### src/rtl/bsr_pkg.sv
package bsr_pkg;
  typedef enum logic {BANK_LO = 1'b0, BANK_HI = 1'b1} bank_e;
endpackage

### src/rtl/bsr_row_capture.sv
module bsr_row_capture #(
  parameter int AW = 8
) (
  input  logic          clk_i,
  input  logic          rst_ni,
  input  logic          ras_ni,
  input  logic [AW-1:0] vaddr_i,
  output logic [AW-1:0] row_o
);
  logic ras_q;

  // load on sampled falling edge only; holding low does not reload
  always_ff @(posedge clk_i or negedge rst_ni) begin
    if (!rst_ni) begin
      ras_q <= 1'b1;
      row_o <= '0;
    end else begin
      ras_q <= ras_ni;
      if (ras_q && !ras_ni) row_o <= vaddr_i;
    end
  end
endmodule

### src/rtl/bsr_strobe_decode.sv
module bsr_strobe_decode
  import bsr_pkg::*;
(
  input  logic  clk_i,
  input  logic  rst_ni,
  input  logic  cas0_ni,
  input  logic  cas1_ni,
  input  logic  casx_ni,
  output logic  sel_o,
  output bank_e bank_o,
  output logic  err_o
);
  logic any_cas, both_cas;

  always_comb begin
    any_cas  = !cas0_ni || !cas1_ni;
    both_cas = !cas0_ni && !cas1_ni;
    sel_o    = any_cas && casx_ni;
    bank_o   = (!cas0_ni) ? BANK_LO : (!cas1_ni ? BANK_HI : BANK_LO);
  end

  always_ff @(posedge clk_i or negedge rst_ni) begin
    if (!rst_ni)       err_o <= 1'b0;
    else if (both_cas) err_o <= 1'b1;
  end
endmodule

### src/rtl/bsr_data_steer.sv
module bsr_data_steer #(
  parameter int DW = 8
) (
  input  logic          sel_i,
  input  logic          vwe_ni,
  input  logic [DW-1:0] vdata_i,
  input  logic [DW-1:0] mem_rdata_i,
  output logic [DW-1:0] vdata_o,
  output logic          vdata_oe_o,
  output logic          mem_we_no,
  output logic [DW-1:0] mem_wdata_o
);
  always_comb begin
    mem_we_no   = !(sel_i && !vwe_ni);
    vdata_oe_o  = sel_i && vwe_ni;
    vdata_o     = vdata_oe_o ? mem_rdata_i : '0;
    mem_wdata_o = vdata_i;
  end
endmodule

### src/rtl/dram_sram_bridge.sv
module dram_sram_bridge
  import bsr_pkg::*;
#(
  parameter int AW = 8,
  parameter int DW = 8,
  localparam int MAW = 2*AW + 1
) (
  input  logic           clk_i,
  input  logic           rst_ni,
  input  logic [AW-1:0]  vaddr_i,
  input  logic           ras_ni,
  input  logic           cas0_ni,
  input  logic           cas1_ni,
  input  logic           casx_ni,
  input  logic           vwe_ni,
  input  logic [DW-1:0]  vdata_i,
  output logic [DW-1:0]  vdata_o,
  output logic           vdata_oe_o,
  output logic           err_o,
  output logic [MAW-1:0] mem_addr_o,
  output logic           mem_cs_no,
  output logic           mem_we_no,
  output logic           mem_oe_no,
  output logic [DW-1:0]  mem_wdata_o,
  input  logic [DW-1:0]  mem_rdata_i
);
  logic [AW-1:0] row;
  logic          sel;
  bank_e         bank;

  bsr_row_capture #(.AW(AW)) u_row (
    .clk_i(clk_i), .rst_ni(rst_ni), .ras_ni(ras_ni),
    .vaddr_i(vaddr_i), .row_o(row)
  );

  bsr_strobe_decode u_dec (
    .clk_i(clk_i), .rst_ni(rst_ni), .cas0_ni(cas0_ni), .cas1_ni(cas1_ni),
    .casx_ni(casx_ni), .sel_o(sel), .bank_o(bank), .err_o(err_o)
  );

  bsr_data_steer #(.DW(DW)) u_dat (
    .sel_i(sel), .vwe_ni(vwe_ni), .vdata_i(vdata_i), .mem_rdata_i(mem_rdata_i),
    .vdata_o(vdata_o), .vdata_oe_o(vdata_oe_o), .mem_we_no(mem_we_no),
    .mem_wdata_o(mem_wdata_o)
  );

  assign mem_addr_o = {bank, vaddr_i, row};
  assign mem_cs_no  = !sel;
  assign mem_oe_no  = 1'b0;
endmodule

### config.mk
export PLATFORM = sky130hd
export DESIGN_NAME = dram_sram_bridge
export DESIGN_NICKNAME = d
export VERILOG_FILES = /design/src/rtl/bsr_pkg.sv /design/src/rtl/bsr_row_capture.sv /design/src/rtl/bsr_strobe_decode.sv /design/src/rtl/bsr_data_steer.sv /design/src/rtl/dram_sram_bridge.sv
export SDC_FILE = /design/constraint.sdc
export NUM_CORES = 1
export LEC_CHECK = 0
export ABC_AREA = 1
export BUFFER_PORTS_ARGS = -buffer_cell sky130_fd_sc_hd__buf_2
export CORE_MARGIN = 5
export CORE_UTILIZATION = 35
export DETAILED_ROUTE_END_ITERATION = 8
export GPL_ROUTABILITY_DRIVEN = 0
export GPL_TIMING_DRIVEN = 0
export HOLD_SLACK_MARGIN = 0.06
export PLACE_DENSITY = 0.91
export RECOVER_POWER = 50
export SLEW_MARGIN = 10
export SYNTH_ARGS = -nofsm -noshare
export SYNTH_HDL_FRONTEND = slang
export SYNTH_SLANG_ARGS = --single-unit
### constraint.sdc
create_clock -name clk_i -period 1.5 [get_ports clk_i]
set_input_delay 0.225 -clock clk_i [delete_from_list [all_inputs] [get_ports clk_i]]
set_output_delay 0.225 -clock clk_i [all_outputs]
set_load 0.1 [all_outputs]
* After elaboration in Yosys (flattened, before gate mapping)
Cells that the tools add are included.
** Storage, ports and cells
- Register bits :: 10
- Input bits :: 31
- Output and inout bits :: 38
** Cells by class
- Muxes and demuxes :: 3
- Reduce and logical (&&, ||, !) cells :: 12
** Operators with widths (number)
- $mux W8 :: 1
- $logic_not A1 Y1 :: 6
- $logic_and A1 B1 Y1 :: 5
- $mux W1 :: 2
- $logic_or A1 B1 Y1 :: 1

* Longest topological paths before layout
- Word-level depth :: 5
- Mapped depth :: 4

* Hierarchy
A second synthesis with hierarchy kept.
** Second synthesis, totals
- Cells, all modules :: 83
- Area, all modules :: 623.1 um^2
** Modules (own cells, without submodules)
- bsr_row_capture :: times used 1, cells an instance 36, area an instance 352.8 um^2, sequential area each 226.5 um^2
- bsr_data_steer :: times used 1, cells an instance 28, area an instance 137.6 um^2, sequential area each 0.0 um^2
- dram_sram_bridge :: times used 1, cells an instance 12, area an instance 82.6 um^2, sequential area each 0.0 um^2
- bsr_strobe_decode :: times used 1, cells an instance 7, area an instance 50.0 um^2, sequential area each 25.0 um^2

* Worst setup path before layout
OpenSTA, ideal clock, no wires.
- Path kind :: input to output
- From :: input cas1_ni
- To :: output vdata_o[0]
- Arrival :: 1706 ps
- Data required time :: 1275 ps
- Path slack :: -431 ps
- Cell stages on the path :: 3
- Path buffers :: 0
- Cells stage by stage :: nand2_2 nand3_2 nor2_1
** On the way
- Word-level cells in the longest chain between the ends :: 5
** Ends and longest elaborated chain
- from (decl) :: line dram_sram_bridge.sv:13 : input logic cas1_ni,
- $logic_not A1 Y1 :: line bsr_strobe_decode.sv:16 : any_cas = !cas0_ni || !cas1_ni;
- $logic_or A1 B1 Y1 :: line bsr_strobe_decode.sv:16
- $logic_and A1 B1 Y1 :: line bsr_strobe_decode.sv:18 : sel_o = any_cas && casx_ni;
- $logic_and A1 B1 Y1 :: line bsr_data_steer.sv:15 : vdata_oe_o = sel_i && vwe_ni;
- $mux W8 :: line bsr_data_steer.sv:16 : vdata_o = vdata_oe_o ? mem_rdata_i : '0;
- to (decl) :: line dram_sram_bridge.sv:17 : output logic [DW-1:0] vdata_o,
Every way passes these cells.

* Final worst setup path
- From :: input cas1_ni
- To :: output vdata_o[1]
Same word-level chain as after synthesis.

==> results.ini <==
[status]
outcome=complete, no violations

[sta]
drv_slew=0
fmax_mhz=719
period_minus_slack_ns=1.39
setup_ws_ns=0.109
setup_violations=0
hold_ws_ns=0.0946
worst_pin_slew_ns=0.551
clock_skew_ns=0.00603
setup_tns_ns=0
period_share_pct=92.7
hold_violations=0
relSlewSlack_pct=63.4
grt_setup_unrepaired=no

[job]
drv_cap=0

[clock_network]
postCtsHoldBufs=1
numCtsBuffers=3
cts-resized-gates=0
post_cts.repair.setup_buffers=0
clk_latency_ns=0.26
clk_pin_slew_ns=0.06
htreeDepth=1
cts_tree=built
cts_sinks=10
cts_max_path_buffers=2
cts_root_buf=clkbuf_4

[worst_hold_path]
whs_endpoint=u_row.ras_q
hold_path.class=input port to flip-flop
holdPathStages=1
holdCritStartpoint=ras_ni

[synth]
syn_inst=81
syn_nets=112
synth-seq-cells=10
syn_avg_cell_area_um2=7.55
yosysSeqAreaShare_pct=41.1
synth_top_area_share_pct=36.8
syn_area_um2=612
yosysWarnings=0
synth.distinct_cells=13
yosysTopAreaCell=dfrtp_1
ys_top_cells_by_area=dfrtp_1, buf_4, nand2_1

[placement]
numPortBuffers=59
place_hpwl_mm=1.66
preCtsSetupSlack_ns=0.0991

[cells_and_area]
layout-drive-gt1-share_pct=57.2
nets=177
fillers=158
area_delta_synth_final_pct=57.7
final_cell_mix=buf_2, nand2_1, buf_4
n_antenna_cell=0
final_util_pct=57.1
final_common_cell=buf_2

[floorplan]
die_height_um=51.8
die-area_um2=2680
rows=15
core_region_area_um2=1690
start_util_pct=36.2
boundaryPins=69
die_w_um=51.8

[critical_path]
critPathKind=input port to primary output
reg2reg_slack_ns=0.22
crit_arrival_ns=1.17
reg2regPathDepth=4
regToRegStartpoint=u_row.ras_q
critPathLaunchType=input port
cp_max_fo=9
crit_path_end_kind=primary output
required_ns=1.27
timing.rr.end=u_row.row_o[5]

[power_and_ir_drop]
power_density_nw_per_um2=1270
power.total_mw=1.22
ir_worst_vdd_v=0.000655
p_leak_nw=0.643

[global_routing]
use_met3_pct=5.44
use_met2_pct=25.4
gr-total-overflow=0
antenna_found_initial=0
grt_pass1_wl_mm=2.73
grt_use_total_pct=13.1
grt_max_degree=11
grt_pass1_vias=637
use_met1_pct=12.9
top_usage_layer=met2

[drt]
num_vias=703
wl_mm=1.88
via_per_inst=4.34
drcViolationCount=0
drt_pass1_iterations=4
wl_per_cell_um=11.6
first_iter_violations=6
postRouteAntennaNets=0

[final cells by class]
type	count	area (um2)	area share, %
Buffer	18	135	14.0
Clock buffer	4	36.3	3.76
Tap cell	17	21.3	2.20
Timing Repair Buffer	60	303	31.4
Multi-Input combinational cell	41	173	17.9
Inverter	12	45.0	4.67
Sequential cell	10	251	26.1
[report_power, final]
part           total, mW  internal, mW  switching, mW
registers          0.312         0.298         0.0138
clock network      0.236         0.147         0.0893
logic              0.676         0.111          0.565
[worst max-delay path by stage]
stage / from / end / cells after the start
final: cas1_ni / vdata_o[1] / 5
after global placement: cas1_ni / vdata_o[2] / 5
after CTS: cas1_ni / vdata_o[1] / 5
after global routing: cas1_ni / vdata_o[5] / 5
after floorplan: cas1_ni / vdata_o[0] / 3
after detailed placement: cas1_ni / vdata_o[1] / 5
[worst max-delay path, stage by stage]
cell and delay (ns):
buf_2 0.11, nand2_2 0.09, nand3_2 0.16, nor2_1 0.14, buf_2 0.44
[through the flow]
step	instances	instance area (um2)
finish	162	965
global route	162	965
CTS	162	975
detailed placement	157	928
global placement	157	928
floorplan	81	612
[cells in the mapped netlist]
cell	instances
nand2_1	25
nor2_4	1
conb_1	1
nand2_2	2
nand3b_1	1
o21bai_1	1
buf_4	18
inv_1	10
inv_2	2
dfstp_2	1
dfrtp_1	9
nor2_1	9
nand3_2	1
[cell families (layout without fill, tap and decap cells)]
group | count (synthesis) | in the layout | share of synthesized area, %
buffers and inverters | 30 | 94 | 29.4
flip-flops | 10 | 10 | 41.1
AO/OA/AOI/OAI | 1 | 1 | 1.23
other | 1 | 1 | 0.613
AND/OR/NAND/NOR | 39 | 39 | 27.6
[layer usage]
metal	up-vias	wire (um)
met5	-	0
met2	45	972
met3	0	268
li1	346	-
met4	0	0
met1	312	636
[state kept, by name (all words and copies together) (netlist names)]
name and count:
u_row.row_o 8, u_dec.err_o 1, u_row.ras_q 1
Power figures use the tool's default switching activity.
